### src/rtl/atomic_pkg.sv
package atomic_pkg;
  typedef enum logic [2:0] {ST_IDLE, ST_READ, ST_CALC, ST_WRITE, ST_DONE} state_t;
  typedef enum logic [2:0] {OP_ADD, OP_OR, OP_AND, OP_XOR, OP_XCHG, OP_CMPX} aop_t;

  typedef struct packed {
    logic legal;
    logic wide;
    logic fetch;
    aop_t op;
  } dec_t;

  localparam logic [2:0] CLASS_STX  = 3'h3;
  localparam logic [2:0] MODE_ATOM  = 3'h6;
  localparam logic [1:0] SIZE_WORD  = 2'b00;
  localparam logic [1:0] SIZE_DWORD = 2'b11;
endpackage

### src/rtl/atomic_decode.sv
module atomic_decode
  import atomic_pkg::*;
#(
  parameter int IMM_W = 32
) (
  input  logic [7:0]       opcode,
  input  logic [IMM_W-1:0] imm,
  output dec_t             dec
);
  logic class_ok, size_ok, imm_clean, op_ok;

  always_comb begin
    class_ok  = (opcode[2:0] == CLASS_STX) && (opcode[7:5] == MODE_ATOM);
    size_ok   = (opcode[4:3] == SIZE_WORD) || (opcode[4:3] == SIZE_DWORD);
    imm_clean = (imm[IMM_W-1:8] == '0) && (imm[3:1] == 3'b000);
    dec.wide  = (opcode[4:3] == SIZE_DWORD);
    dec.fetch = imm[0];
    op_ok     = 1'b1;
    dec.op    = OP_ADD;
    unique case (imm[7:4])
      4'h0: dec.op = OP_ADD;
      4'h4: dec.op = OP_OR;
      4'h5: dec.op = OP_AND;
      4'ha: dec.op = OP_XOR;
      4'he: begin dec.op = OP_XCHG; op_ok = imm[0]; end
      4'hf: begin dec.op = OP_CMPX; op_ok = imm[0]; end
      default: op_ok = 1'b0;
    endcase
    dec.legal = class_ok && size_ok && imm_clean && op_ok;
  end
endmodule

### src/rtl/atomic_alu.sv
module atomic_alu
  import atomic_pkg::*;
#(
  parameter int XLEN = 64
) (
  input  aop_t            op,
  input  logic            wide,
  input  logic [XLEN-1:0] old_val,
  input  logic [XLEN-1:0] operand,
  input  logic [XLEN-1:0] comparand,
  output logic [XLEN-1:0] new_val,
  output logic            do_write
);
  localparam int HALF = XLEN / 2;
  logic [XLEN-1:0] mask, raw;
  logic            match;

  always_comb begin
    mask = wide ? '1 : {{HALF{1'b0}}, {HALF{1'b1}}};
    unique case (op)
      OP_ADD:  raw = old_val + operand;
      OP_OR:   raw = old_val | operand;
      OP_AND:  raw = old_val & operand;
      OP_XOR:  raw = old_val ^ operand;
      default: raw = operand;
    endcase
    new_val  = raw & mask;
    match    = ((old_val ^ comparand) & mask) == '0;
    do_write = (op != OP_CMPX) || match;
  end
endmodule

### src/rtl/atomic_rmw_unit.sv
module atomic_rmw_unit
  import atomic_pkg::*;
#(
  parameter int XLEN  = 64,
  parameter int OFF_W = 16,
  parameter int IMM_W = 32
) (
  input  logic             clk,
  input  logic             rst_n,
  input  logic             issue,
  input  logic [7:0]       opcode,
  input  logic [OFF_W-1:0] offset,
  input  logic [IMM_W-1:0] imm,
  input  logic [XLEN-1:0]  base_val,
  input  logic [XLEN-1:0]  src_val,
  input  logic [XLEN-1:0]  r0_val,
  output logic             busy,
  output logic             mem_req,
  output logic             mem_we,
  output logic             mem_wide,
  output logic             mem_lock,
  output logic [XLEN-1:0]  mem_addr,
  output logic [XLEN-1:0]  mem_wdata,
  input  logic [XLEN-1:0]  mem_rdata,
  input  logic             mem_ack,
  output logic             done,
  output logic             illegal,
  output logic             src_wb_en,
  output logic [XLEN-1:0]  src_wb_data,
  output logic             r0_wb_en,
  output logic [XLEN-1:0]  r0_wb_data
);
  localparam int HALF = XLEN / 2;

  state_t          state_q, state_d;
  dec_t            dec_in, dec_q;
  logic [XLEN-1:0] addr_q, src_q, r0_q, old_q, eff_addr, rd_masked;
  logic [XLEN-1:0] alu_new;
  logic            alu_wr, accept, capture_old;

  atomic_decode #(.IMM_W(IMM_W)) dec_i (.opcode(opcode), .imm(imm), .dec(dec_in));

  atomic_alu #(.XLEN(XLEN)) alu_i (
    .op(dec_q.op), .wide(dec_q.wide), .old_val(old_q), .operand(src_q),
    .comparand(r0_q), .new_val(alu_new), .do_write(alu_wr)
  );

  assign eff_addr    = base_val + {{(XLEN-OFF_W){offset[OFF_W-1]}}, offset};
  assign accept      = issue && (state_q == ST_IDLE);
  assign capture_old = (state_q == ST_READ) && mem_ack;
  assign rd_masked   = dec_q.wide ? mem_rdata : {{HALF{1'b0}}, mem_rdata[HALF-1:0]};

  always_comb begin
    state_d = state_q;
    unique case (state_q)
      ST_IDLE:  if (issue) state_d = dec_in.legal ? ST_READ : ST_DONE;
      ST_READ:  if (mem_ack) state_d = ST_CALC;
      ST_CALC:  state_d = alu_wr ? ST_WRITE : ST_DONE;
      ST_WRITE: if (mem_ack) state_d = ST_DONE;
      default:  state_d = ST_IDLE;
    endcase
  end

  always_ff @(posedge clk or negedge rst_n) begin
    if (!rst_n) state_q <= ST_IDLE;
    else        state_q <= state_d;
  end

  always_ff @(posedge clk or negedge rst_n) begin
    if (!rst_n) begin
      dec_q  <= '0;
      addr_q <= '0;
      src_q  <= '0;
      r0_q   <= '0;
    end else if (accept) begin
      dec_q  <= dec_in;
      addr_q <= eff_addr;
      src_q  <= src_val;
      r0_q   <= r0_val;
    end
  end

  always_ff @(posedge clk or negedge rst_n) begin
    if (!rst_n)           old_q <= '0;
    else if (capture_old) old_q <= rd_masked;
  end

  always_comb begin
    busy        = (state_q != ST_IDLE);
    mem_req     = (state_q == ST_READ) || (state_q == ST_WRITE);
    mem_we      = (state_q == ST_WRITE);
    mem_lock    = mem_req || (state_q == ST_CALC);
    mem_wide    = dec_q.wide;
    mem_addr    = addr_q;
    mem_wdata   = alu_new;
    done        = (state_q == ST_DONE);
    illegal     = done && !dec_q.legal;
    src_wb_en   = done && dec_q.legal && dec_q.fetch && (dec_q.op != OP_CMPX);
    r0_wb_en    = done && dec_q.legal && (dec_q.op == OP_CMPX);
    src_wb_data = old_q;
    r0_wb_data  = old_q;
  end
endmodule


### config.mk
export PLATFORM = sky130hd
export DESIGN_NAME = atomic_rmw_unit
export DESIGN_NICKNAME = d
export VERILOG_FILES = /design/src/rtl/atomic_pkg.sv /design/src/rtl/atomic_decode.sv /design/src/rtl/atomic_alu.sv /design/src/rtl/atomic_rmw_unit.sv
export SDC_FILE = /design/constraint.sdc
export NUM_CORES = 1
export LEC_CHECK = 0
export BUFFER_PORTS_ARGS = -buffer_cell sky130_fd_sc_hd__buf_4
export CAP_MARGIN = 15
export CORE_AREA = 2 2 229 231
export DETAILED_ROUTE_END_ITERATION = 12
export DIE_AREA = 0 0 231 233
export GPL_TIMING_DRIVEN = 0
export PLACE_DENSITY_LB_ADDON = 0.1
export SETUP_SLACK_MARGIN = 0.5
export SYNTH_ARGS = -nofsm -noshare
export SYNTH_HDL_FRONTEND = slang
export SYNTH_SLANG_ARGS = --single-unit
### constraint.sdc
create_clock -name clk -period 10 [get_ports clk]
set_input_delay 0.5 -clock clk [delete_from_list [all_inputs] [get_ports clk]]
set_output_delay 0.5 -clock clk [all_outputs]
set_load 0.01 [all_outputs]
# Word-level counts from Yosys, hierarchy flattened
# Index checks and enable logic that the tools add are counted.
[word_totals] regBits=265 in_bits=316 out_inout_bits=265 elab_cells=76
[classes] add_sub_neg=2 eq_ne=20 muxes=11 n_bitwise=6 n_reduce_logical=28
[ops] operator="case mux 64 bit (4 select lines)" n=1
[ops] operator="AND 64 bit" n=3
[ops] operator="adder 64 bit" n=2
[ops] operator="2-to-1 mux 64 bit" n=2
[ops] operator="bitwise XOR 64 bit" n=2
[ops] operator="zero test 64 bit" n=1
[ops] operator="OR 64 bit" n=1
[ops] operator="zero test 24 bit" n=1
[ops] operator="== test 3 x 2 -> 1 bit, second input constant" n=5
[ops] operator="2-to-1 mux 3 bit" n=5
[ops] operator="case mux 3 bit (5 select lines)" n=1
[ops] operator="== test 4 bit, second input constant" n=3
[ops] operator="logical AND 1 bit" n=12
[ops] operator="case mux 3 bit (4 select lines)" n=1
[ops] operator="== test 3 bit, second input constant" n=3
[ops] operator="zero test 3 bit" n=3
[ops] operator="== test 4 x 3 -> 1 bit, second input constant" n=2
[ops] operator="== test 3 x 1 -> 1 bit, second input constant" n=2
[ops] operator="zero test 4 bit" n=1
[ops] operator="logical OR 1 bit" n=4
[ops] operator="inequality test 2 bit, second input constant" n=2
[ops] operator="OR reduction 4 bit" n=1
[ops] operator="inequality test 3 bit, second input constant" n=1
[ops] operator="AND reduction 3 bit" n=1
[ops] operator="other kinds (7)" n=7

# Logic depth before layout (Yosys ltp)
# Gate-level depths: netlist of the first run.
[depth] ltp_word=8 depth_mapped=13 depth_no_buf=13

# By module
# Synthesis of the first run repeated with hierarchy kept, for this count alone.
[hier_totals] cells_unflattened=2847 area_unflattened_um2=22313.9
[by_module_without_submodules] module="atomic_rmw_unit" instances=1 cells_per_inst=1625 area_per_inst_um2=14043.5
[by_module_without_submodules] module="atomic_alu" instances=1 cells_per_inst=1195 area_per_inst_um2=8067.7
[by_module_without_submodules] module="atomic_decode" instances=1 cells_per_inst=27 area_per_inst_um2=202.7

# Least setup slack after synthesis of the first run
# Ideal clock, no wire load.
[synth_timing] kind="register to output" startpoint="register old_q[25], in the netlist r0_wb_data[25]" endpoint="output mem_wdata[43]" arrival_time_ns=3.298 path_slack_ns=6.202 stages_incl_launch_ff=14 n_path_buf=1 cell_sequence="dfrtp_1 -> inv_1 -> ha_1 -> buf_2 -> nand2_1 -> or4_1 -> or2_0 -> a311oi_2 -> o31a_2 -> o21a_4 -> nor2_1 -> nor4b_2 -> nor4b_1 -> a2111oi_1"
[synth_via] elab_chain_len=3
[synth_rtl] item="start, declared" line_no="atomic_rmw_unit.sv:37" rtl="logic [XLEN-1:0] addr_q, src_q, r0_q, old_q, eff_addr, rd_masked;"
[synth_rtl] item="start signal, assigned" line_no="atomic_rmw_unit.sv:85" rtl="else if (capture_old) old_q <= rd_masked;"
[synth_rtl] item="adder 64 bit" line_no="atomic_alu.sv:21" rtl="OP_ADD: raw = old_val + operand;"
[synth_rtl] item="case mux 64 bit (4 select lines)" line_no="atomic_alu.sv:20" rtl="unique case (op)"
[synth_rtl] item="AND 64 bit" line_no="atomic_alu.sv:27" rtl="new_val = raw & mask;"
[synth_rtl] item="end, declared" line_no="atomic_rmw_unit.sv:23" rtl="output logic [XLEN-1:0] mem_wdata,"
# Every way passes these cells.

# Worst setup path in the final report of the first run
[layout_timing] startpoint="register old_q[0], in the netlist r0_wb_data[0]" endpoint="output mem_wdata[60]"
# The elaborated chain is that of the path after synthesis.

==> results of run 1 <==
flip-flops by register name, summed over array words and instances, names as in the netlist:
name,count
src_q,64
state_q,3
r0_wb_data,64
mem_wide,1
r0_q,64
mem_addr,64
dec_q,5
logic make-up (layout without fill, tap and decap cells):
| group | after synthesis | count (layout) | share of synthesized area [%] |
|---|---|---|---|
| multiplexers | 103 | 103 | 5.38 |
| adder cells (fa/ha/maj) | 194 | 194 | 11.1 |
| XOR/XNOR | 176 | 176 | 6.98 |
| buffers and inverters | 391 | 1038 | 7.87 |
| AO/OA/AOI/OAI | 782 | 782 | 21.7 |
| flip-flops | 265 | 265 | 30.0 |
| other | 0 | 12 | 0 |
| AND/OR/NAND/NOR | 868 | 868 | 17.0 |
worst max-delay path: cells and delay by family (launching register included):
kind / cells / cell delay, ns
buffers and inverters: 2 / 0.26
AND/OR/NAND/NOR: 3 / 0.76
AO/OA/AOI/OAI: 7 / 2.57
flip-flops: 1 / 0.60
adder cells (fa/ha/maj): 2 / 0.67
worst max path at each step:
stage | start | endpoint | cells after the start
finish | r0_wb_data[0] | mem_wdata[60] | 14
global route | r0_wb_data[0] | mem_wdata[60] | 14
CTS | r0_wb_data[0] | mem_wdata[60] | 14
detailed placement | r0_wb_data[0] | mem_wdata[60] | 14
global placement | r0_wb_data[0] | mem_wdata[60] | 14
floorplan | r0_wb_data[25] | mem_wdata[43] | 13
layer usage:
| layer | global-route usage [%] | vias to the layer above | wire length (um) |
|---|---|---|---|
| met5 | 0 | - | 137 |
| met4 | 14.0 | 22 | 3640 |
| met3 | 7.98 | 210 | 8640 |
| met2 | 57.8 | 1020 | 45600 |
| met1 | 44.9 | 11413 | 39400 |
| li1 | - | 10865 | - |
placed cells by master (no fill, tap or decap), drive strengths merged, types with 95 or more instances in the layout:
master / netlist / layout
a21oi: 202 / 202
buf: 89 / 673
clkbuf: 128 / 176
dfrtp: 265 / 265
ha: 192 / 192
inv: 174 / 177
nand2: 556 / 556
nor2: 99 / 99
o21ai: 288 / 288
xnor2: 95 / 95
layout make-up:
class | count | share of cell area, %
Clock inverter | 14 | 0.703
Sequential cell | 265 | 23.2
Tap cell | 680 | 2.97
Timing Repair Buffer | 585 | 15.5
Multi-Input combinational cell | 2123 | 47.9
Buffer | 217 | 3.79
Clock buffer | 48 | 3.58
Antenna cell | 12 | 0.105
Inverter | 174 | 2.28
repair_timing:
action,CTS,global route
setup buffers,0,0
hold buffers,1,0
hold endpoints to repair,7,0
stage by stage:
step                hold slack, ns  utilization, %  total power, mW
floorplan                    0.204               -             6.01
global placement             0.468            53.4             8.70
detailed placement           0.473            53.6             8.80
CTS                         0.0942            56.0             10.2
global route                 0.112            56.0             11.0
finish                       0.118            56.1             10.3
where the power goes:
group	internal, mW	switching (mW)
registers	1.59	0.769
clock network	0.826	0.547
logic	2.80	3.77
total	5.22	5.08
==> results.cfg, run 1 <==
[outcome]
outcome = finished clean

[detailed_routing]
totalWireLength_um = 97500
num_vias = 23530
avgViaCountPerCell = 5.71
drc = 0
drtPass1Iterations = 6
drtAntennaViolNets = 0
initialDrtViolationCount = 1887
routedWlPerCell_um = 23.7

[cells_and_area]
multi_input_area_sq_um = 13700
stdcell_count = 4118
fin_area_sq_um = 28600
nets = 3911
area_growth_pct = 29.7
regArea_sq_um = 6630
fill_cells = 4957
drive_above_1_share_pct = 23.2

[sta]
tightest_slew_ns = 1.18
rsz0062_at_grt = no
fin_ws_ns = 4.06
fin_tns_setup_ns = 0
slew_viol_final = 0
hold_violations = 0
worst_clock_skew_ns = 0.0280
maxSlewHeadroom_pct = 21.0
period_needed_ns = 5.94
max_freq_mhz = 168
setup_viol = 0
finalCritPeriodShare_pct = 59.4

[min_path]
worstHoldEndpoint = r0_q[30]
hp-start = r0_val[30]
holdPathStages = 3
hold_class = input port to register

[floorplan]
io_pins = 581
die_h_um = 233
dieArea_sq_um = 53800
rows = 83
core-area_sq_um = 51100
start_util_pct = 43.2
die_x_um = 231

[synthesis]
synth-seq-cells = 265
synthTopCellsByCount = nand2_1, o21ai_0, dfrtp_1
netlist_area_sq_um = 22100
synth.top_cells.by_area = dfrtp_1, ha_1, nand2_1
synth_largest_area_cell = dfrtp_1
synth_nets = 3289
synth_top_flop_cell = dfrtp_1
synth_edf_count = 0
synthCells = 2779
synth_most_common_cell = nand2_1
avgSynthCellArea_sq_um = 7.95
synth_warnings = 0
ys_types = 84
seq_area_frac_synth_pct = 30.0
postSynth.asyncResetShare_pct = 100
synth.top_cell.area_share_pct = 30.0

[worst_setup_path]
crit_top_cell = o31ai_1
r2r_end = src_q[1]
end_kind = output pin
max_stage_delay_ns = 0.63
worstSetupPathType = register to output pin
arrival_ns = 5.44
worstPathCellList = ha_1 > inv_1 > fa_1 > nand2b_1 > a21oi_1 > o21ai_0 > nand3b_1 > a31oi_1 > o21a_1 > o31ai_1 > o2111ai_1 > nor4bb_1 > o31ai_1 > buf_4
cp_slowest_cell = o31ai_1
reg2reg_depth = 8
critPathMaxFanout = 6
rrSetupSlack_ns = 6.81
crit_required_ns = 9.50
startpoint_type = register
reg2reg_from = state_q[1]

[placed_design]
portBuffers = 580
postPlaceCellArea_sq_um = 27400
hpwl_um = 78000
gp_congestion = 0.970
dp_slack_ns = 4.80
dp.cells = 4042

[clocking]
clockBufferDepth = 3
cts.sinks = 265
cts-root-buf = clkbuf_16
cts_buffers = 35
post_cts_resized = 0
cts_max_level = 2
clk_pin_slew_worst_paths_ns = 0.06
cts_tree = yes
clock_latency_ns = 0.57

[global_route]
grt_max_degree = 97
grt_pass1_vias = 22788
grt_pass1_wl_um = 142000
overflow = 0
antenna_found_initial = 24
grt_util_all_layers_pct = 35.2

[run]
maxCapViolCount = 0

[pwr]
powerDensity_nw_per_um2 = 360
vdd_drop_max_mv = 0.216
p_leak_nw = 13.9
Power figures use the tool's default switching activity.
==> run 2: changes to the inputs <==
Settings changed: CORE_AREA 2 2 229 231 to unset, CORE_ASPECT_RATIO set to 0.7, CORE_MARGIN set to 1.5, CORE_UTILIZATION set to 49, DIE_AREA 0 0 231 233 to unset.
Clock period 10 ns to 5.06 ns, I/O delays scaled along.
==> run 2 against run 1 <==
Compared with the run above:
- critical path depth increased by 1
- worst hold slack got worse by 0.074 ns
- worst setup slack got worse by 3.7 ns
- sequential share of layout area is 1.7 points lower
- critical path type unchanged
- count of clock-buffer cells in the layout shrank 11
- cell count is 3.4% higher
- first-iteration DRC count grew 73%
- core utilization rose by 15 points
- non-clock buffer count increased by 235
- largest cell class unchanged
- combinational power increased by 120%
- global-route usage grew 8.4 points
- via count increased by 11%
==> results.cfg, run 2 (synthesis gave the netlist of run 1 again) <==
[outcome]
outcome = finished clean

[detailed_routing]
avgViaCountPerCell = 6.11
num_vias = 26026
routedWlPerCell_um = 24.9
drc = 0
drtAntennaViolNets = 0
initialDrtViolationCount = 3267
drtPass1Iterations = 7
totalWireLength_um = 106000

[clocking]
clock_latency_ns = 0.62
cts_buffers = 31
clockBufferDepth = 3
cts.sinks = 265
cts-root-buf = clkbuf_16
clk_pin_slew_worst_paths_ns = 0.07
cts_max_level = 1
cts_tree = yes

[worst_setup_path]
crit_required_ns = 4.81
r2r_end = src_q[43]
max_stage_delay_ns = 0.55
reg2reg_from = state_q[1]
end_kind = output pin
critPathBufInv = 4
worstSetupPathType = register to output pin
reg2reg_depth = 8
cp_slowest_cell = dfrtp_2
rrSetupSlack_ns = 1.44
arrival_ns = 4.41
cp-startpoint = r0_wb_data[22]
crit_top_cell = buf_4
critPathMaxFanout = 6
startpoint_type = register
cpLargestDelayFamily = simple AND/OR/NAND/NOR gates
worstPathCellList = inv_2 > ha_4 > buf_6 > nand2_4 > or4_4 > or2_4 > a311oi_2 > buf_4 > o31a_4 > o21a_4 > nor2_4 > nor4b_4 > nor4b_2 > a2111oi_4 > buf_4

[min_path]
holdPathStages = 6
hp-start = imm[3]
hold_class = input port to register
worstHoldEndpoint = dec_q[5]

[global_route]
antenna_found_initial = 7
met3_usage_pct = 11.8
use_met2_pct = 65.0
top_usage_layer = met2
grt_max_degree = 125
grt_pass1_wl_um = 154000
overflow = 0
grt_util_all_layers_pct = 43.6
met1_usage_pct = 58.3
grt_pass1_vias = 25085

[placed_design]
hpwl_um = 77700
gp_congestion = 1.04
portBuffers = 580

[floorplan]
start_util_pct = 50.1
dieArea_sq_um = 46400
rows = 64
io_pins = 581
die_x_um = 257
die_h_um = 181
core-area_sq_um = 44000

[pwr]
p_leak_nw = 14.9
p_comb_share_pct = 66.2
switchingPower_mw = 10.9
power_frac_seq_pct = 21.9
pwr-share-clk_pct = 11.9
powerDensity_nw_per_um2 = 694
p_int_mw = 10.7
power_switching_share_pct = 50.4
vdd_drop_max_mv = 0.410

[sta]
maxSlewHeadroom_pct = 19.6
rsz0062_at_grt = yes
finalCritPeriodShare_pct = 92.1
max_freq_mhz = 215
setup_viol = 0
tightest_slew_ns = 1.21
fin_tns_setup_ns = 0
period_needed_ns = 4.66
hold_ws_ns = 0.0447
slew_viol_final = 0
hold_violations = 0
worst_clock_skew_ns = 0.0174

[run]
maxCapViolCount = 0

[cells_and_area]
nets = 4142
fill_cells = 3458
final_cell_mix = buf_4, nand2_1, o21ai_0, dfrtp_1, dlygate4sd3_1
area_growth_pct = 40.7
layout_commonest_cell = buf_4
drive_above_1_share_pct = 25.1
-- run 2: changes by cell type in the layout (fill, tap and decap cells not counted), sizes merged --
cell	delta
diode	-4
buf	+38
clkbuf	-12
clkinv	+4
inv	-2
dlygate4sd3	+198
clkinvlp	+2
bufinv	+2
-- run 2: layout make-up --
class	instances	area (sq um)	area share [%]
inverter	174	653	2.10
timing repair buffer	820	6710	21.6
multi-input combinational	2123	14000	45.2
tap	594	743	2.39
sequential	265	6670	21.5
buffer	217	1120	3.61
clock buffer	37	838	2.70
antenna	8	20.0	0.0644
clock inverter	20	288	0.926
-- run 2: tightest hold or removal path, delay by kind of cell --
family / cells / cell delay (ns)
and+or+nand+nor: 5 / 0.30
buffers and inverters: 1 / 0.08
-- run 2: power groups by stage --
stage	Combinational [mW]	Sequential [mW]	Clock, mW
2_1_floorplan	7.66	4.21	0
3_5_place_dp	12.8	4.66	0
5_1_grt	15.2	4.77	2.65
6_report	14.3	4.72	2.57
3_3_place_gp	12.5	4.61	0
4_1_cts	13.2	4.60	2.55
-- run 2: per-stage QoR --
| step | cells | setup WS [ns] | util (%) | area, sq um | total power, mW |
|---|---|---|---|---|---|
| 2_1_floorplan | 2779 | 1.51 | - | 22100 | 11.9 |
| 3_3_place_gp | 3953 | 0.133 | 61.7 | 27200 | 17.1 |
| 3_5_place_dp | 3956 | 0.183 | 61.9 | 27200 | 17.4 |
| 4_1_cts | 4224 | 0.443 | 69.5 | 30600 | 20.4 |
| 5_1_grt | 4254 | 0.336 | 70.5 | 31100 | 22.6 |
| 6_report | 4258 | 0.400 | 70.6 | 31100 | 21.6 |
-- run 2: routing by layer --
layer	part of all wire, %	vias to the layer above
met2	42	1804
met1	40	12467
met4	5.8	6
met3	12	422
li1	-	11327
met5	0.031	-
-- run 2: worst max-delay path by stage --
stage / to / slack (ns) / depth (start not counted)
floorplan: mem_wdata[43] / 1.51 / 13
global placement: mem_wdata[43] / 0.13 / 14
detailed placement: mem_wdata[43] / 0.18 / 13
CTS: mem_wdata[46] / 0.44 / 14
global route: mem_wdata[43] / 0.34 / 15
finish: mem_wdata[43] / 0.40 / 15
-- run 2: repair_timing --
| action | 4_1_cts | 5_1_grt |
|---|---|---|
| pin swaps | 7 | 22 |
| setup endpoints to repair | 37 | 24 |
| gates cloned | 0 | 0 |
| setup buffers | 12 | 24 |
| endpoints found under the hold margin | 306 | 0 |
| resized for setup | 52 | 81 |
| hold buffers | 199 | 0 |
